===== src/rtl/phy_xreg_pkg.sv =====
// Package: shared constants and enumerations for the extended register
// access sequencer. Assumes a five-bit direct register space.
package phy_xreg_pkg;

    localparam int unsigned DIR_AW = 5;
    localparam logic [DIR_AW-1:0] XCTL_ADDR  = 5'h0D;  // indirect control register
    localparam logic [DIR_AW-1:0] XDATA_ADDR = 5'h0E;  // indirect address/data register
    localparam logic [15:0] XCTL_SEL_ADDR  = 16'h001F; // select address mode
    localparam logic [15:0] XCTL_SEL_DATA  = 16'h401F; // data mode, no increment

    typedef enum logic [1:0] {
        SEQ_IDLE  = 2'd0,
        SEQ_ISSUE = 2'd1,
        SEQ_WAIT  = 2'd2
    } seq_state_t;

    typedef enum logic [1:0] {
        STEP_SEL  = 2'd0,
        STEP_ADDR = 2'd1,
        STEP_MODE = 2'd2,
        STEP_DATA = 2'd3
    } seq_step_t;

endpackage


===== src/rtl/phy_xreg_req_latch.sv =====
// Request latch: holds the accepted request for the whole sequence and
// classifies it as direct or indirect. Assumes accept is a one-cycle pulse.
module phy_xreg_req_latch
    import phy_xreg_pkg::*;
#(
    parameter int unsigned PHY_AW    = 5,
    parameter int unsigned REG_NUM_W = 16,
    parameter int unsigned DW        = 16
) (
    input  logic                 clk,
    input  logic                 rst_n,
    input  logic                 accept,
    input  logic [PHY_AW-1:0]    in_phy,
    input  logic [REG_NUM_W-1:0] in_reg,
    input  logic                 in_write,
    input  logic [DW-1:0]        in_wdata,
    output logic                 in_is_ext,
    output logic [PHY_AW-1:0]    cap_phy,
    output logic [REG_NUM_W-1:0] cap_reg,
    output logic                 cap_write,
    output logic [DW-1:0]        cap_wdata,
    output logic                 cap_is_ext
);

    // Classify the presented register number: any bit above the direct range set.
    always_comb begin
        in_is_ext = |in_reg[REG_NUM_W-1:DIR_AW];
    end

    // Capture the request fields when the request is accepted.
    always_ff @(posedge clk) begin
        if (!rst_n) begin
            cap_phy    <= '0;
            cap_reg    <= '0;
            cap_write  <= 1'b0;
            cap_wdata  <= '0;
            cap_is_ext <= 1'b0;
        end else if (accept) begin
            cap_phy    <= in_phy;
            cap_reg    <= in_reg;
            cap_write  <= in_write;
            cap_wdata  <= in_wdata;
            cap_is_ext <= in_is_ext;
        end
    end

endmodule


===== src/rtl/phy_xreg_step_fsm.sv =====
// Step controller: walks the steps of a sequence, issues one start per
// step when the master is free, waits for its done, and raises the
// completion strobe. Direct requests begin at the final data step.
module phy_xreg_step_fsm
    import phy_xreg_pkg::*;
(
    input  logic      clk,
    input  logic      rst_n,
    input  logic      req_valid,
    input  logic      in_is_ext,
    input  logic      mgmt_busy,
    input  logic      mgmt_done,
    output logic      ready,
    output logic      accept,
    output seq_step_t step,
    output logic      start,
    output logic      last_fire,
    output logic      done_pulse
);

    seq_state_t state;

    // Handshake decode from the current state.
    always_comb begin
        ready     = (state == SEQ_IDLE);
        accept    = ready && req_valid;
        start     = (state == SEQ_ISSUE) && !mgmt_busy;
        last_fire = (state == SEQ_WAIT) && mgmt_done && (step == STEP_DATA);
    end

    // Sequence state, step index and completion strobe.
    always_ff @(posedge clk) begin
        if (!rst_n) begin
            state      <= SEQ_IDLE;
            step       <= STEP_DATA;
            done_pulse <= 1'b0;
        end else begin
            done_pulse <= 1'b0;
            case (state)
                SEQ_IDLE: begin
                    if (accept) begin
                        state <= SEQ_ISSUE;
                        step  <= in_is_ext ? STEP_SEL : STEP_DATA;
                    end
                end
                SEQ_ISSUE: begin
                    if (!mgmt_busy) begin
                        state <= SEQ_WAIT;
                    end
                end
                SEQ_WAIT: begin
                    if (mgmt_done) begin
                        if (step == STEP_DATA) begin
                            state      <= SEQ_IDLE;
                            done_pulse <= 1'b1;
                        end else begin
                            step  <= seq_step_t'(step + 2'd1);
                            state <= SEQ_ISSUE;
                        end
                    end
                end
                default: state <= SEQ_IDLE;
            endcase
        end
    end

endmodule


===== src/rtl/phy_xreg_cmd_mux.sv =====
// Command selector: forms the register address, direction and data of the
// current step from the captured request. Purely combinational.
module phy_xreg_cmd_mux
    import phy_xreg_pkg::*;
#(
    parameter int unsigned REG_NUM_W = 16,
    parameter int unsigned DW        = 16
) (
    input  seq_step_t            step,
    input  logic                 cap_is_ext,
    input  logic [REG_NUM_W-1:0] cap_reg,
    input  logic                 cap_write,
    input  logic [DW-1:0]        cap_wdata,
    output logic [DIR_AW-1:0]    cmd_reg,
    output logic                 cmd_write,
    output logic [DW-1:0]        cmd_wdata
);

    localparam logic [DW-1:0] WORD_SEL_ADDR = DW'(XCTL_SEL_ADDR);
    localparam logic [DW-1:0] WORD_SEL_DATA = DW'(XCTL_SEL_DATA);

    // Select the fields of the step being issued.
    always_comb begin
        cmd_reg   = XCTL_ADDR;
        cmd_write = 1'b1;
        cmd_wdata = WORD_SEL_ADDR;
        case (step)
            STEP_SEL: begin
                cmd_reg   = XCTL_ADDR;
                cmd_wdata = WORD_SEL_ADDR;
            end
            STEP_ADDR: begin
                cmd_reg   = XDATA_ADDR;
                cmd_wdata = DW'(cap_reg);
            end
            STEP_MODE: begin
                cmd_reg   = XCTL_ADDR;
                cmd_wdata = WORD_SEL_DATA;
            end
            default: begin
                cmd_reg   = cap_is_ext ? XDATA_ADDR : cap_reg[DIR_AW-1:0];
                cmd_write = cap_write;
                cmd_wdata = cap_wdata;
            end
        endcase
    end

endmodule


===== src/rtl/phy_xreg_rd_hold.sv =====
// Read result register: loads the last step's read data and keeps it until
// the next load. Assumes capture is high for one cycle per read completion.
module phy_xreg_rd_hold #(
    parameter int unsigned DW = 16
) (
    input  logic          clk,
    input  logic          rst_n,
    input  logic          capture,
    input  logic [DW-1:0] din,
    output logic [DW-1:0] dout
);

    // Hold the most recent read result.
    always_ff @(posedge clk) begin
        if (!rst_n) begin
            dout <= '0;
        end else if (capture) begin
            dout <= din;
        end
    end

endmodule


===== src/rtl/phy_xreg_seq.sv =====
// Top: turns one register request into direct or indirect management
// transactions. Assumes a master with a start/busy/done handshake that
// returns read data together with done.
module phy_xreg_seq
    import phy_xreg_pkg::*;
#(
    parameter int unsigned PHY_AW    = 5,
    parameter int unsigned REG_NUM_W = 16,
    parameter int unsigned DW        = 16
) (
    input  logic                 clk,
    input  logic                 rst_n,
    input  logic                 req_valid,
    output logic                 req_ready,
    input  logic [PHY_AW-1:0]    req_phy,
    input  logic [REG_NUM_W-1:0] req_reg,
    input  logic                 req_write,
    input  logic [DW-1:0]        req_wdata,
    output logic                 rsp_done,
    output logic [DW-1:0]        rsp_rdata,
    output logic                 mgmt_start,
    input  logic                 mgmt_busy,
    input  logic                 mgmt_done,
    output logic [PHY_AW-1:0]    mgmt_phy,
    output logic [DIR_AW-1:0]    mgmt_reg,
    output logic                 mgmt_write,
    output logic [DW-1:0]        mgmt_wdata,
    input  logic [DW-1:0]        mgmt_rdata
);

    logic                 accept;
    logic                 in_is_ext;
    logic                 last_fire;
    seq_step_t            step;
    logic [REG_NUM_W-1:0] cap_reg;
    logic                 cap_write;
    logic [DW-1:0]        cap_wdata;
    logic                 cap_is_ext;
    logic                 rd_capture;

    phy_xreg_req_latch #(
        .PHY_AW(PHY_AW), .REG_NUM_W(REG_NUM_W), .DW(DW)
    ) i_latch (
        .clk(clk), .rst_n(rst_n), .accept(accept),
        .in_phy(req_phy), .in_reg(req_reg), .in_write(req_write), .in_wdata(req_wdata),
        .in_is_ext(in_is_ext),
        .cap_phy(mgmt_phy), .cap_reg(cap_reg), .cap_write(cap_write),
        .cap_wdata(cap_wdata), .cap_is_ext(cap_is_ext)
    );

    phy_xreg_step_fsm i_fsm (
        .clk(clk), .rst_n(rst_n), .req_valid(req_valid), .in_is_ext(in_is_ext),
        .mgmt_busy(mgmt_busy), .mgmt_done(mgmt_done),
        .ready(req_ready), .accept(accept), .step(step), .start(mgmt_start),
        .last_fire(last_fire), .done_pulse(rsp_done)
    );

    phy_xreg_cmd_mux #(
        .REG_NUM_W(REG_NUM_W), .DW(DW)
    ) i_mux (
        .step(step), .cap_is_ext(cap_is_ext), .cap_reg(cap_reg),
        .cap_write(cap_write), .cap_wdata(cap_wdata),
        .cmd_reg(mgmt_reg), .cmd_write(mgmt_write), .cmd_wdata(mgmt_wdata)
    );

    // Load read data only when a read request completes.
    always_comb begin
        rd_capture = last_fire && !cap_write;
    end

    phy_xreg_rd_hold #(
        .DW(DW)
    ) i_rd (
        .clk(clk), .rst_n(rst_n), .capture(rd_capture),
        .din(mgmt_rdata), .dout(rsp_rdata)
    );

endmodule


===== config.mk =====
export PLATFORM = sky130hd
export DESIGN_NAME = phy_xreg_seq
export DESIGN_NICKNAME = d
export VERILOG_FILES = /design/src/rtl/phy_xreg_pkg.sv /design/src/rtl/phy_xreg_req_latch.sv /design/src/rtl/phy_xreg_step_fsm.sv /design/src/rtl/phy_xreg_cmd_mux.sv /design/src/rtl/phy_xreg_rd_hold.sv /design/src/rtl/phy_xreg_seq.sv
export SDC_FILE = /design/constraint.sdc
export NUM_CORES = 1
export LEC_CHECK = 0
export BUFFER_PORTS_ARGS = -buffer_cell sky130_fd_sc_hd__buf_2
export CAP_MARGIN = 20
export CORE_ASPECT_RATIO = 1.5
export CORE_MARGIN = 2
export CORE_UTILIZATION = 49
export DETAILED_ROUTE_END_ITERATION = 8
export PLACE_DENSITY = 0.87
export SLEW_MARGIN = 20
export SYNTH_ARGS = -nofsm -noshare
export SYNTH_HDL_FRONTEND = slang
export SYNTH_HIERARCHICAL = 1
export SYNTH_SLANG_ARGS = --single-unit

===== constraint.sdc =====
create_clock -name clk -period 2.3 [get_ports clk]
set_clock_uncertainty 0.1 [all_clocks]
set_input_delay 0.46 -clock clk [delete_from_list [all_inputs] [get_ports clk]]
set_output_delay 0.46 -clock clk [all_outputs]
set_load 0.02 [all_outputs]

# --- Yosys cells after proc, flatten, opt, wreduce, memory -nomap -nowiden ---
# Index checks and enable logic that the tools add are counted.
word_totals:
  register_bits: 60
  input_bits: 59
  out_inout_bits: 46
  wordCells: 50
classes:
  addsub: 1
  n_eq_ne: 9
  n_mux: 15
  n_reduce_logical: 16
ops:
  columns: ["cell", "n"]
  rows:
  - ["16-bit case mux with 3 select lines", 1]
  - ["2-bit two-way mux", 7]
  - ["11-bit OR reduction", 1]
  - ["5-bit case mux with 2 select lines", 1]
  - ["2-bit == test, second input constant", 3]
  - ["2-bit inequality test, second input constant", 3]
  - ["2-bit case mux with 3 select lines", 1]
  - ["3-bit AND reduction", 2]
  - ["1-bit logical AND", 5]
  - ["5-bit two-way mux", 1]
  - ["2-bit by 1-bit == test with 1-bit output, second input constant", 2]
  - ["2-bit zero test", 2]
  - ["2-bit case mux with 2 select lines", 1]
  - ["4-bit AND reduction", 1]
  - ["1-bit two-way mux", 3]
  - ["3-bit OR reduction", 1]
  - ["2-bit by 1-bit adder with 2-bit output, second input constant", 1]
  - ["1-bit zero test", 2]
  - ["2-bit by 1-bit inequality test with 1-bit output, second input constant", 1]
  - ["2-bit nonzero test", 1]
  - ["2-bit OR reduction", 1]

# --- Logic depth before layout (Yosys ltp) ---
# Gate-level depths: netlist of run 1.
logic_depth:
  depth_word: 4
  ltp_mapped: 7
  depth_no_buf: 6

# --- Hierarchy ---
# The synthesis of run 1 kept the hierarchy.
modules_own_cells:
  columns: ["module", "instances", "cells_each", "area_per_inst_um2", "seq_area_each_um2"]
  rows:
  - ["phy_xreg_req_latch", 1, 130, 1491.4, 780.7]
  - ["phy_xreg_rd_hold", 1, 51, 615.6, 320.3]
  - ["phy_xreg_cmd_mux", 1, 46, 331.6, 0.0]
  - ["phy_xreg_step_fsm", 1, 29, 280.3, 100.1]
  - ["phy_xreg_seq", 1, 1, 13.8, 0.0]

# --- Worst setup path after synthesis of run 1 ---
# OpenSTA, ideal clock, no wires.
synth_path:
  path_type: "input to register"
  start: "input port req_valid"
  end: "register i_latch.cap_phy[3]"
  setup_ps: 116
  arrival_ps: 1513
  required_ps: 2084
  slack_ps: 571
  stages: 6
  path_buffers: 2
  cell_sequence: "or3b_4 inv_1 clkbuf_1 buf_2 mux2i_1 nor2b_1"
synth_via:
  elab_chain_len: 1
synth_rtl:
  columns: ["item", "line", "source"]
  rows:
  - ["start, declared", "phy_xreg_seq.sv:13", "input logic req_valid,"]
  - ["1-bit logical AND", "phy_xreg_step_fsm.sv:26", "accept = ready && req_valid;"]
  - ["net accept", "phy_xreg_seq.sv:31", "logic accept;"]
  - ["end signal, assigned", "phy_xreg_req_latch.sv:39", "cap_phy <= in_phy;"]
  - ["end, declared", "phy_xreg_req_latch.sv:18", "output logic [PHY_AW-1:0] cap_phy,"]
# The timed path passes the listed nets, and every way through them passes these cells.
# A chain may end at the register's enable or synchronous reset.

# --- Worst setup path after layout of run 1 ---
layout_path:
  start: "register i_fsm.step[1]"
  end: "output port mgmt_reg[1]"
layout_via:
  elab_chain_len: 3
  elab_cells_between_ends: 5
  classes_between: "2 x eq/ne; 1 x mux; 2 x reduce/logical"
layout_rtl:
  columns: ["item", "line", "source"]
  rows:
  - ["start, declared", "phy_xreg_step_fsm.sv:15", "output seq_step_t step,"]
  - ["start signal, assigned", "phy_xreg_step_fsm.sv:43", "step <= in_is_ext ? STEP_SEL : STEP_DATA;"]
  - ["start signal, assigned", "phy_xreg_step_fsm.sv:57", "step <= seq_step_t'(step + 2'd1);"]
  - ["2-bit == test or 2-bit zero test (tied branches)", "phy_xreg_cmd_mux.sv:27", "case (step)"]
  - ["2-bit OR reduction (no source line)", null, null]
  - ["5-bit case mux with 2 select lines (*)", "phy_xreg_cmd_mux.sv:27", null]
  - ["end, declared", "phy_xreg_seq.sv:25", "output logic [DIR_AW-1:0] mgmt_reg,"]
# Mark *: on every way between the ends. The rest lies on a longest branch, timed or not.

==> reports/results.tsv, run 1 <==
stage	metric	value	unit
outcome	status	finished clean	
clock_tree	clkSlewWorstSetupHoldPaths	0.06	ns
yosys	ys_top_cells_by_count	71 x mux2i_1, 65 x nor2b_1, 60 x dfxtp_1, 7 x nand2_1	
setup_path	crit_type	reg2out	
detailed_routing	dr.pass1.iters	4	
die	die_w	64.98	um
pwr	p_leak	1.664	nW
finish	fill_cells	478	
finish	finalNetCount	424	
yosys	syn_avg_cell_area	10.63	sq um
detailed_routing	drtIter0Drc	67	
placed_design	dpl_cell_area	3336	sq um
clock_tree	clockBufferDepth	2	
detailed_routing	top_layer_used	met4	
die	fp-row-count	33	
pwr	power_density	710.0	nW/um^2
setup_path	critPathLaunchType	flop	
placed_design	place_congestion	0.7778	
detailed_routing	routed_wl	5910	um
global_routing	grt_antenna_before_repair	0	
yosys	synth.area.top_cells	dfxtp_1 44%, mux2i_1 26%, nor2b_1 15%	
detailed_routing	ant_nets	0	
setup_path	cp_slowest_cell	dfxtp_1	
pwr	ir_drop	0.4319	mV
yosys	syn_area	2733	sq um
finish	design_area	3526	sq um
global_routing	grt_pass1_wl	9225	um
setup_path	crit_buf_inv	3	
yosys	synth_top_area_share	43.96	%
die	core	5409	sq um
yosys	yosysTopAreaCell	dfxtp_1	
placed_design	hpwl	4524	um
clock_tree	cts_tree	yes	
sta	worst_pin_slew	0.5562	ns
sta	setup_viol	0	
sta	min_period	2.174	ns
yosys	synth-edff-count	0	
die	dieHeight	95.46	um
detailed_routing	wl_met1	2309	um
setup_path	crit_path_end_kind	output port	
die	pin_count	105	
detailed_routing	wire_per_inst	13.49	um
clock_tree	htree_levels	3	
detailed_routing	wl_met2	3051	um
detailed_routing	viasPerCell	4.920	
sta	drv_slew	0	
detailed_routing	wl_met3	452	um
clock_tree	root_buffer	clkbuf_8	
yosys	ys.flop_type	dfxtp_1	
yosys	ys_seq_area_share	43.96	%
sta	min_period_over_period	94.54	%
clock_tree	cts_hold_buf	0	
setup_path	required	1.74	ns
yosys	synth_seq_cells	60	
detailed_routing	drc	0	
setup_path	crit_fanout	16	
global_routing	grt_pass1_vias	2089	
clock_tree	post_cts.repair.setup_buffers	0	
sta	tns	0	ns
sta	timing.fmax	459.9	MHz
yosys	syn_inst	257	
global_routing	track_usage	19.71	%
global_routing	grt.overflow.total	0	
finish	area_growth	29.03	%
clock_tree	cts_resized	0	
clock_tree	clock_sinks	60	
yosys	yosysMostFrequentCell	mux2i_1	
detailed_routing	num_vias	2155	
clock_tree	cts_made_buffers	9	
setup_path	path_cells	buf_12, inv_2, o31a_1, buf_2	
clock_tree	clk_latency	0.33	ns
sta	slew_headroom	62.92	%
die	die_area	6203	sq um
setup_path	crit_arrival	1.61	ns
setup_path	critical_path.top_delay_family	flip-flops	
global_routing	grt_max_degree	36	
die	start_util	50.52	%
setup_path	crit_path_max_incr_delay	0.57	ns
placed_design	io_buffers	104	
yosys	yosysWarnings	6	
flow_run	cap_violations	0	
finish	antenna_cells	0	
yosys	syn-num-nets	317	
sta	hold_viol_final	0	
finish	drive_above_1_share	37.23	%
pwr	power	2.504	mW
sta	rsz0062_at_grt	false	
worst_hold_path	hp-class	in2reg	
yosys	synthArstFlopShare	0	%
yosys	ys_types	37	
-- cell usage in the layout, fill, tap and decap left out, drive strengths merged, types with 2 or more instances in the layout --
cell type  instances
o21ai              3
inv                5
a31oi              2
clkbuf            10
mux2i             71
or3                2
nor4               2
nor2b             66
buf              112
nand2              8
clkinv             3
nor3b              2
dfxtp             60
and2               3
nor2               2
-- worst register-to-register path, delay by kind of cell, from the launching register on --
| kind | cells | cell delay, ns |
|---|---|---|
| fa+ha+maj | 1 | 0.24 |
| simple gates | 3 | 0.36 |
| buf+inv | 1 | 0.27 |
| flops | 1 | 0.57 |
| mux | 1 | 0.26 |
-- path summary, 6_finish.rpt --
path	from	end	slack (ns)	cells after the start
setup / recovery	i_fsm/step[1]	mgmt_reg[1]	0.13	4
hold / removal	mgmt_rdata[0]	i_rd/dout[0]	0.28	3
setup reg to reg	i_fsm/step[1]	i_rd/dout[3]	0.39	6
hold reg to reg	i_rd/dout[1]	i_rd/dout[1]	0.41	2
-- layout make-up --
cell class / instances / area [sq um] / area share [%]
repair buffers: 112 / 618.1 / 17.53
clock buffers: 10 / 137.6 / 3.903
flip-flops and latches: 60 / 1201 / 34.07
inverters: 5 / 18.77 / 0.5323
well taps: 70 / 87.58 / 2.484
clock inverters: 5 / 52.55 / 1.490
multi-input cells: 176 / 1410 / 39.99
-- cell families (layout without fill, tap and decap cells) --
kind of cell / Yosys count / count (layout) / synth area share, %
buffers and inverters: 21 / 132 / 4.441
AND/OR/NAND/NOR: 93 / 93 / 22.07
adder cells (fa/ha/maj): 1 / 1 / 0.4578
multiplexers: 71 / 71 / 26.01
AO/OA/AOI/OAI: 11 / 11 / 3.067
flip-flops: 60 / 60 / 43.96
-- routing by layer --
metal	up-vias	global-route usage [%]
met5	-	0
met3	10	7.202
li1	1087	-
met4	0	8.688
met2	81	35.40
met1	977	20.27
-- where the power goes --
group	switching, mW	leakage (nW)	internal [mW]
clock	0.385	0.0979	0.517
sequential	0.0401	0.491	1.10
combinational	0.243	1.07	0.223
-- per-stage QoR --
| stage | util, % | std cells | hold WS (ns) | setup WS (ns) |
|---|---|---|---|---|
| 6_report | 65.19 | 438 | 0.2837 | 0.1256 |
| 5_1_grt | 65.19 | 438 | 0.2709 | 0.02813 |
| 4_1_cts | 65.19 | 438 | 0.2655 | 0.09288 |
| 3_5_place_dp | 61.67 | 423 | 0.4016 | 0.3266 |
| 3_3_place_gp | 61.67 | 423 | 0.3902 | 0.3305 |
| 2_1_floorplan | - | 257 | 0.3819 | 0.5709 |
No activity file was read; power rests on OpenSTA's default activity.
==> inputs of run 2 (changes only) <==
==> constraint.sdc (replaced) <==
create_clock -name clk -period 2.5 [get_ports clk]
set_clock_uncertainty 0.1 [all_clocks]
set_input_delay 0.5 -clock clk [delete_from_list [all_inputs] [get_ports clk]]
set_output_delay 0.5 -clock clk [all_outputs]
set_load 0.02 [all_outputs]
==> run 2 against run 1 <==
Flip-flop and latch count unchanged. Global-route usage grew 0.65 points. Clock power fell by 3.7%. Register-to-register slack better by 0.13 ns. First-iteration DRC count shrank 22%. Die area stayed put. Critical path depth up 1. Final cell count did not move. Core utilization fell by 0.14 points. Worst setup slack better by 0.16 ns. Non-clock buffer count decreased by 1.
==> reports/results.tsv, run 2 (same netlist as run 1, synthesis figures left out) <==
stage	metric	value	unit
outcome	status	finished clean	
finish	final_common_cell	buf_2	
setup_path	r2r_slack	0.52	ns
finish	antenna_cells	0	
detailed_routing	num_vias	2171	
clock_tree	cts_hold_buf	0	
global_routing	grt_max_degree	29	
die	dieHeight	95.46	um
sta	min_period_over_period	88.38	%
clock_tree	clockBufferDepth	2	
finish	drive_above_1_share	36.96	%
global_routing	grt_antenna_before_repair	0	
detailed_routing	wire_per_inst	13.45	um
setup_path	crit_fanout	11	
sta	timing.fmax	452.6	MHz
clock_tree	root_buffer	clkbuf_8	
setup_path	crit_type	reg2out	
clock_tree	clkSlewWorstSetupHoldPaths	0.06	ns
finish	area_growth	28.75	%
clock_tree	cts_resized	0	
die	die_area	6203	sq um
clock_tree	post_cts.repair.setup_buffers	0	
global_routing	track_usage	20.36	%
sta	worst_pin_slew	0.5683	ns
detailed_routing	dr.pass1.iters	4	
clock_tree	clk_latency	0.33	ns
detailed_routing	ant_nets	0	
placed_design	hpwl	4401	um
setup_path	required	1.90	ns
sta	rsz0062_at_grt	false	
worst_hold_path	holdPathEnd	i_latch/cap_reg[4]	
setup_path	r2r_start	i_fsm/state[1]	
pwr	power_density	665.3	nW/um^2
worst_hold_path	holdPathStages	3	
detailed_routing	viasPerCell	4.957	
sta	tns	0	ns
worst_hold_path	hold_path.startpoint	req_reg[4]	
global_routing	grt_pass1_vias	2157	
detailed_routing	drc	0	
placed_design	io_buffers	104	
die	start_util	50.52	%
setup_path	r2r-end	i_rd/dout[5]	
die	pin_count	105	
global_routing	grt_pass1_wl	9715	um
setup_path	r2r_cells	5	
finish	final_cell_mix	104 x buf_2, 71 x mux2i_1, 65 x nor2b_1, 60 x dfxtp_1, 11 x clkbuf_8	
setup_path	critPathLaunchType	flop	
detailed_routing	routed_wl	5892	um
finish	finalNetCount	423	
sta	drv_slew	0	
sta	setup_viol	0	
setup_path	crit_arrival	1.61	ns
sta	whs	0.3279	ns
clock_tree	htree_levels	3	
die	fp-row-count	33	
clock_tree	cts_made_buffers	9	
pwr	p_leak	1.657	nW
placed_design	place_congestion	0.7832	
die	core	5409	sq um
setup_path	crit_path_end_kind	output port	
sta	slew_headroom	62.03	%
global_routing	grt.overflow.total	0	
die	die_w	64.98	um
clock_tree	clock_sinks	60	
sta	min_period	2.209	ns
pwr	ir_drop	0.4092	mV
detailed_routing	drtIter0Drc	52	
flow_run	cap_violations	0	
sta	hold_viol_final	0	
worst_hold_path	hp-class	in2reg	
clock_tree	cts_tree	yes	
pwr	power	2.341	mW
==> run 2: final cells by class <==
cell class              count  area [sq um]
repair buffers            111         598.1
multi-input cells         176          1410
inverters                   5         18.77
fillers                   462          1891
flip-flops and latches     60          1201
clock buffers              12         155.1
clock inverters             4         47.55
well taps                  70         87.58
==> run 2: worst max path at each step <==
stage / start / endpoint / slack [ns] / cells past startpoint
4_1_cts: i_fsm/step[1] / mgmt_wdata[11] / 0.26 / 5
3_3_place_gp: req_valid / i_latch/cap_phy[4] / 0.50 / 6
3_5_place_dp: req_valid / i_latch/cap_wdata[13] / 0.44 / 6
6_report: i_fsm/step[1] / mgmt_wdata[11] / 0.29 / 5
2_1_floorplan: req_valid / i_latch/cap_phy[3] / 0.73 / 6
5_1_grt: i_fsm/step[1] / mgmt_wdata[14] / 0.19 / 5
==> run 2: metrics by stage <==
stage | cell area (sq um) | instances | setup WS (ns) | utilization (%)
6_report | 3518 | 438 | 0.2905 | 65.05
3_5_place_dp | 3316 | 422 | 0.4447 | 61.30
2_1_floorplan | 2733 | 257 | 0.7309 | -
3_3_place_gp | 3316 | 422 | 0.4965 | 61.30
4_1_cts | 3518 | 438 | 0.2591 | 65.05
5_1_grt | 3518 | 438 | 0.1937 | 65.05
==> run 2: critical path, stage by stage (launching register included) <==
cell	delay, ns
dfxtp_1	0.36
buf_4	0.22
buf_4	0.25
mux2i_1	0.23
nor2b_1	0.07
buf_2	0.16
==> run 2: metal layers <==
metal / vias to the layer above / share of wire [%] / global-route usage [%]
met5: - / 0 / 0
met4: 0 / 1.4 / 7.979
met3: 10 / 7.5 / 5.903
met2: 80 / 52 / 37.03
met1: 997 / 39 / 21.90
li1: 1084 / - / -
==> run 2: power by group <==
part | switching, mW | internal [mW]
combinational | 0.230 | 0.201
clock | 0.358 | 0.511
sequential | 0.0330 | 1.01
==> inputs of run 3 (changes only) <==
--- a/config.mk
+++ b/config.mk
@@ -5,13 +5,14 @@
 export SDC_FILE = /design/constraint.sdc
 export NUM_CORES = 1
 export LEC_CHECK = 0
+export ABC_AREA = 1
 export BUFFER_PORTS_ARGS = -buffer_cell sky130_fd_sc_hd__buf_2
 export CAP_MARGIN = 20
 export CORE_ASPECT_RATIO = 1.5
 export CORE_MARGIN = 2
-export CORE_UTILIZATION = 49
+export CORE_UTILIZATION = 48
 export DETAILED_ROUTE_END_ITERATION = 8
-export PLACE_DENSITY = 0.87
+export PLACE_DENSITY = 0.86
 export SLEW_MARGIN = 20
 export SYNTH_ARGS = -nofsm -noshare
 export SYNTH_HDL_FRONTEND = slang
==> run 3 against run 2 <==
Wire length increased by 13%. Design area decreased by 4.3%. Final cell count increased by 29%. Clock-buffer cell count stayed put. Sequential share of layout area up 1.5 points. Die area is 0.95% lower.
==> reports/results.tsv, run 3 <==
stage	metric	value	unit
outcome	status	finished clean	
pwr	p_leak	1.807	nW
placed_design	place_congestion	0.7923	
finish	multi_input_area	1191	sq um
die	fp-row-count	33	
placed_design	hpwl	4788	um
yosys	syn_area	2650	sq um
finish	fin_cells	566	
finish	final_common_cell	nor2_1	
setup_path	crit_path_end_kind	output port	
finish	drive_above_1_share	28.02	%
clock_tree	clk_latency	0.33	ns
die	pin_count	105	
pwr	p_seq_share	43.4	%
sta	min_period	2.141	ns
clock_tree	cts_tree	yes	
yosys	syn-num-nets	450	
detailed_routing	routed_wl	6632	um
sta	drv_slew	0	
detailed_routing	viasPerCell	4.742	
finish	antenna_cells	0	
setup_path	crit_fanout	17	
die	start_util	48.99	%
sta	rsz0062_at_grt	false	
global_routing	grt_pass1_vias	2590	
clock_tree	htree_levels	3	
pwr	internal-power	1.773	mW
setup_path	crit_path_max_incr_delay	0.48	ns
yosys	ys_seq_area_share	45.33	%
worst_hold_path	holdPathStages	3	
setup_path	crit_type	reg2out	
sta	worst_pin_slew	0.6315	ns
finish	area_growth	27.10	%
global_routing	grt_antenna_before_repair	0	
clock_tree	cts_hold_buf	0	
pwr	power_switching	0.7064	mW
yosys	ys_top_cells_by_count	117 x nor2_1, 91 x nand2_1, 60 x dfxtp_1, 37 x o21ai_0, 27 x inv_1	
placed_design	numPlacedInstances	550	
yosys	ys_types	25	
yosys	yosysWarnings	6	
finish	fill_cells	503	
setup_path	crit_buf_inv	2	
die	die_w	64.67	um
setup_path	critPathLaunchType	flop	
clock_tree	cts_resized	0	
finish	final_cell_mix	117 x nor2_1, 104 x buf_2, 91 x nand2_1, 60 x dfxtp_1, 37 x o21ai_0	
setup_path	crit_arrival	1.54	ns
global_routing	grt_pass1_wl	10700	um
setup_path	critical_path.top_delay_family	flip-flops	
worst_hold_path	hp-class	in2reg	
yosys	synthArstFlopShare	0	%
flow_run	cap_violations	0	
worst_hold_path	hold_path.startpoint	req_phy[2]	
setup_path	required	1.90	ns
clock_tree	post_cts.repair.setup_buffers	0	
pwr	ir_drop	0.5828	mV
global_routing	track_usage	22.83	%
die	dieHeight	95	um
pwr	power_frac_comb	18.1	%
yosys	synth.area.top_cells	dfxtp_1 45%, nor2_1 17%, nand2_1 13%	
clock_tree	clock_sinks	60	
global_routing	grt.overflow.total	0	
sta	setup_viol	0	
setup_path	r2r-end	i_rd/dout[12]	
setup_path	path_cells	nand2_2, inv_2, nand2_1, nand2_1, buf_2	
placed_design	io_buffers	104	
yosys	synth_seq_cells	60	
yosys	syn_inst	390	
global_routing	grt_max_degree	44	
detailed_routing	num_vias	2684	
clock_tree	cts_made_buffers	9	
setup_path	r2r_slack	0.73	ns
worst_hold_path	holdPathEnd	i_latch/cap_phy[2]	
yosys	yosysMostFrequentCell	nor2_1	
clock_tree	root_buffer	clkbuf_8	
detailed_routing	ant_nets	0	
sta	timing.fmax	467.1	MHz
detailed_routing	wire_per_inst	11.72	um
sta	hold_viol_final	0	
pwr	swShare	28.49	%
pwr	power	2.479	mW
sta	slew_headroom	57.90	%
setup_path	cp_slowest_cell	dfxtp_1	
detailed_routing	dr.pass1.iters	4	
detailed_routing	drtIter0Drc	57	
sta	whs	0.2803	ns
yosys	yosysTopAreaCell	dfxtp_1	
pwr	power_density	736.1	nW/um^2
yosys	ys.flop_type	dfxtp_1	
detailed_routing	drc	0	
yosys	synth-edff-count	0	
setup_path	r2r_start	i_fsm/step[1]	
clock_tree	clockBufferDepth	2	
pwr	clockPowerShare	38.4	%
finish	postLayoutCoreUtil	62.27	%
finish	finalNetCount	551	
die	die_area	6144	sq um
setup_path	r2r_cells	9	
yosys	synth_top_area_share	45.33	%
setup_path	path_common_cell	nand2_1	
clock_tree	clkSlewWorstSetupHoldPaths	0.07	ns
sta	min_period_over_period	85.64	%
yosys	syn_avg_cell_area	6.795	sq um
die	core	5409	sq um
finish	ff_latch_area	1201	sq um
sta	tns	0	ns
-- run 3: changes by cell type in the layout (fill, tap and decap cells not counted), sizes merged, moves of 3 or more --
cell,previous run,this run
o21ai,3,40
a21oi,1,10
mux2i,71,0
nand3,1,9
nand2,8,93
buf,111,108
nor2b,66,0
inv,5,32
nor2,2,122
-- run 3: area by class of cell --
| cell class | instances | area share (%) |
|---|---|---|
| clock buffers | 12 | 4.309 |
| clock inverters | 4 | 2.155 |
| inverters | 32 | 3.566 |
| multi-input cells | 280 | 35.36 |
| flip-flops and latches | 60 | 35.66 |
| well taps | 70 | 2.600 |
| repair buffers | 108 | 16.34 |
-- run 3: through the flow --
step,instance area [sq um],setup slack [ns]
2_1_floorplan,2650,0.9027
3_3_place_gp,3151,0.7606
3_5_place_dp,3151,0.7244
4_1_cts,3368,0.3508
5_1_grt,3368,0.2096
6_report,3368,0.3589
-- run 3: tightest hold or removal path, stage by stage --
cell and delay (ns):
buf_2 0.07, nor2_1 0.03, nor2_1 0.08
-- run 3: layer usage --
layer	vias to the layer above	routed length (um)	GRT usage, %
li1	1395	-	-
met1	1167	2644	22.45
met2	105	3346	42.45
met3	17	445	8.105
met4	0	196	10.11
met5	-	0	0
-- run 3: logic make-up after synthesis --
family,after synthesis,synth area share (%)
AND/OR/NAND/NOR,228,33.85
buffers and inverters,50,9.915
AO/OA/AOI/OAI,51,10.43
flip-flops,60,45.33
adder cells (fa/ha/maj),1,0.4721
-- run 3: power by group through the flow --
stage | clock, mW | sequential [mW] | combinational (mW)
5_1_grt | 1.02 | 1.09 | 0.503
3_3_place_gp | 0 | 1.10 | 0.443
6_report | 0.953 | 1.08 | 0.450
3_5_place_dp | 0 | 1.10 | 0.450
2_1_floorplan | 0 | 1.10 | 0.297
4_1_cts | 0.981 | 1.08 | 0.453
-- run 3: worst max path at each step --
stage                       start                  to  slack (ns)  depth (start not counted)
finish              i_fsm/step[1]       mgmt_wdata[1]        0.36                          5
global placement    i_fsm/step[1]       mgmt_wdata[0]        0.76                          5
detailed placement  i_fsm/step[1]       mgmt_wdata[2]        0.72                          5
global route        i_fsm/step[1]       mgmt_wdata[0]        0.21                          5
CTS                 i_fsm/step[1]       mgmt_wdata[8]        0.35                          5
floorplan               req_valid  i_latch/cap_phy[0]        0.90                          6
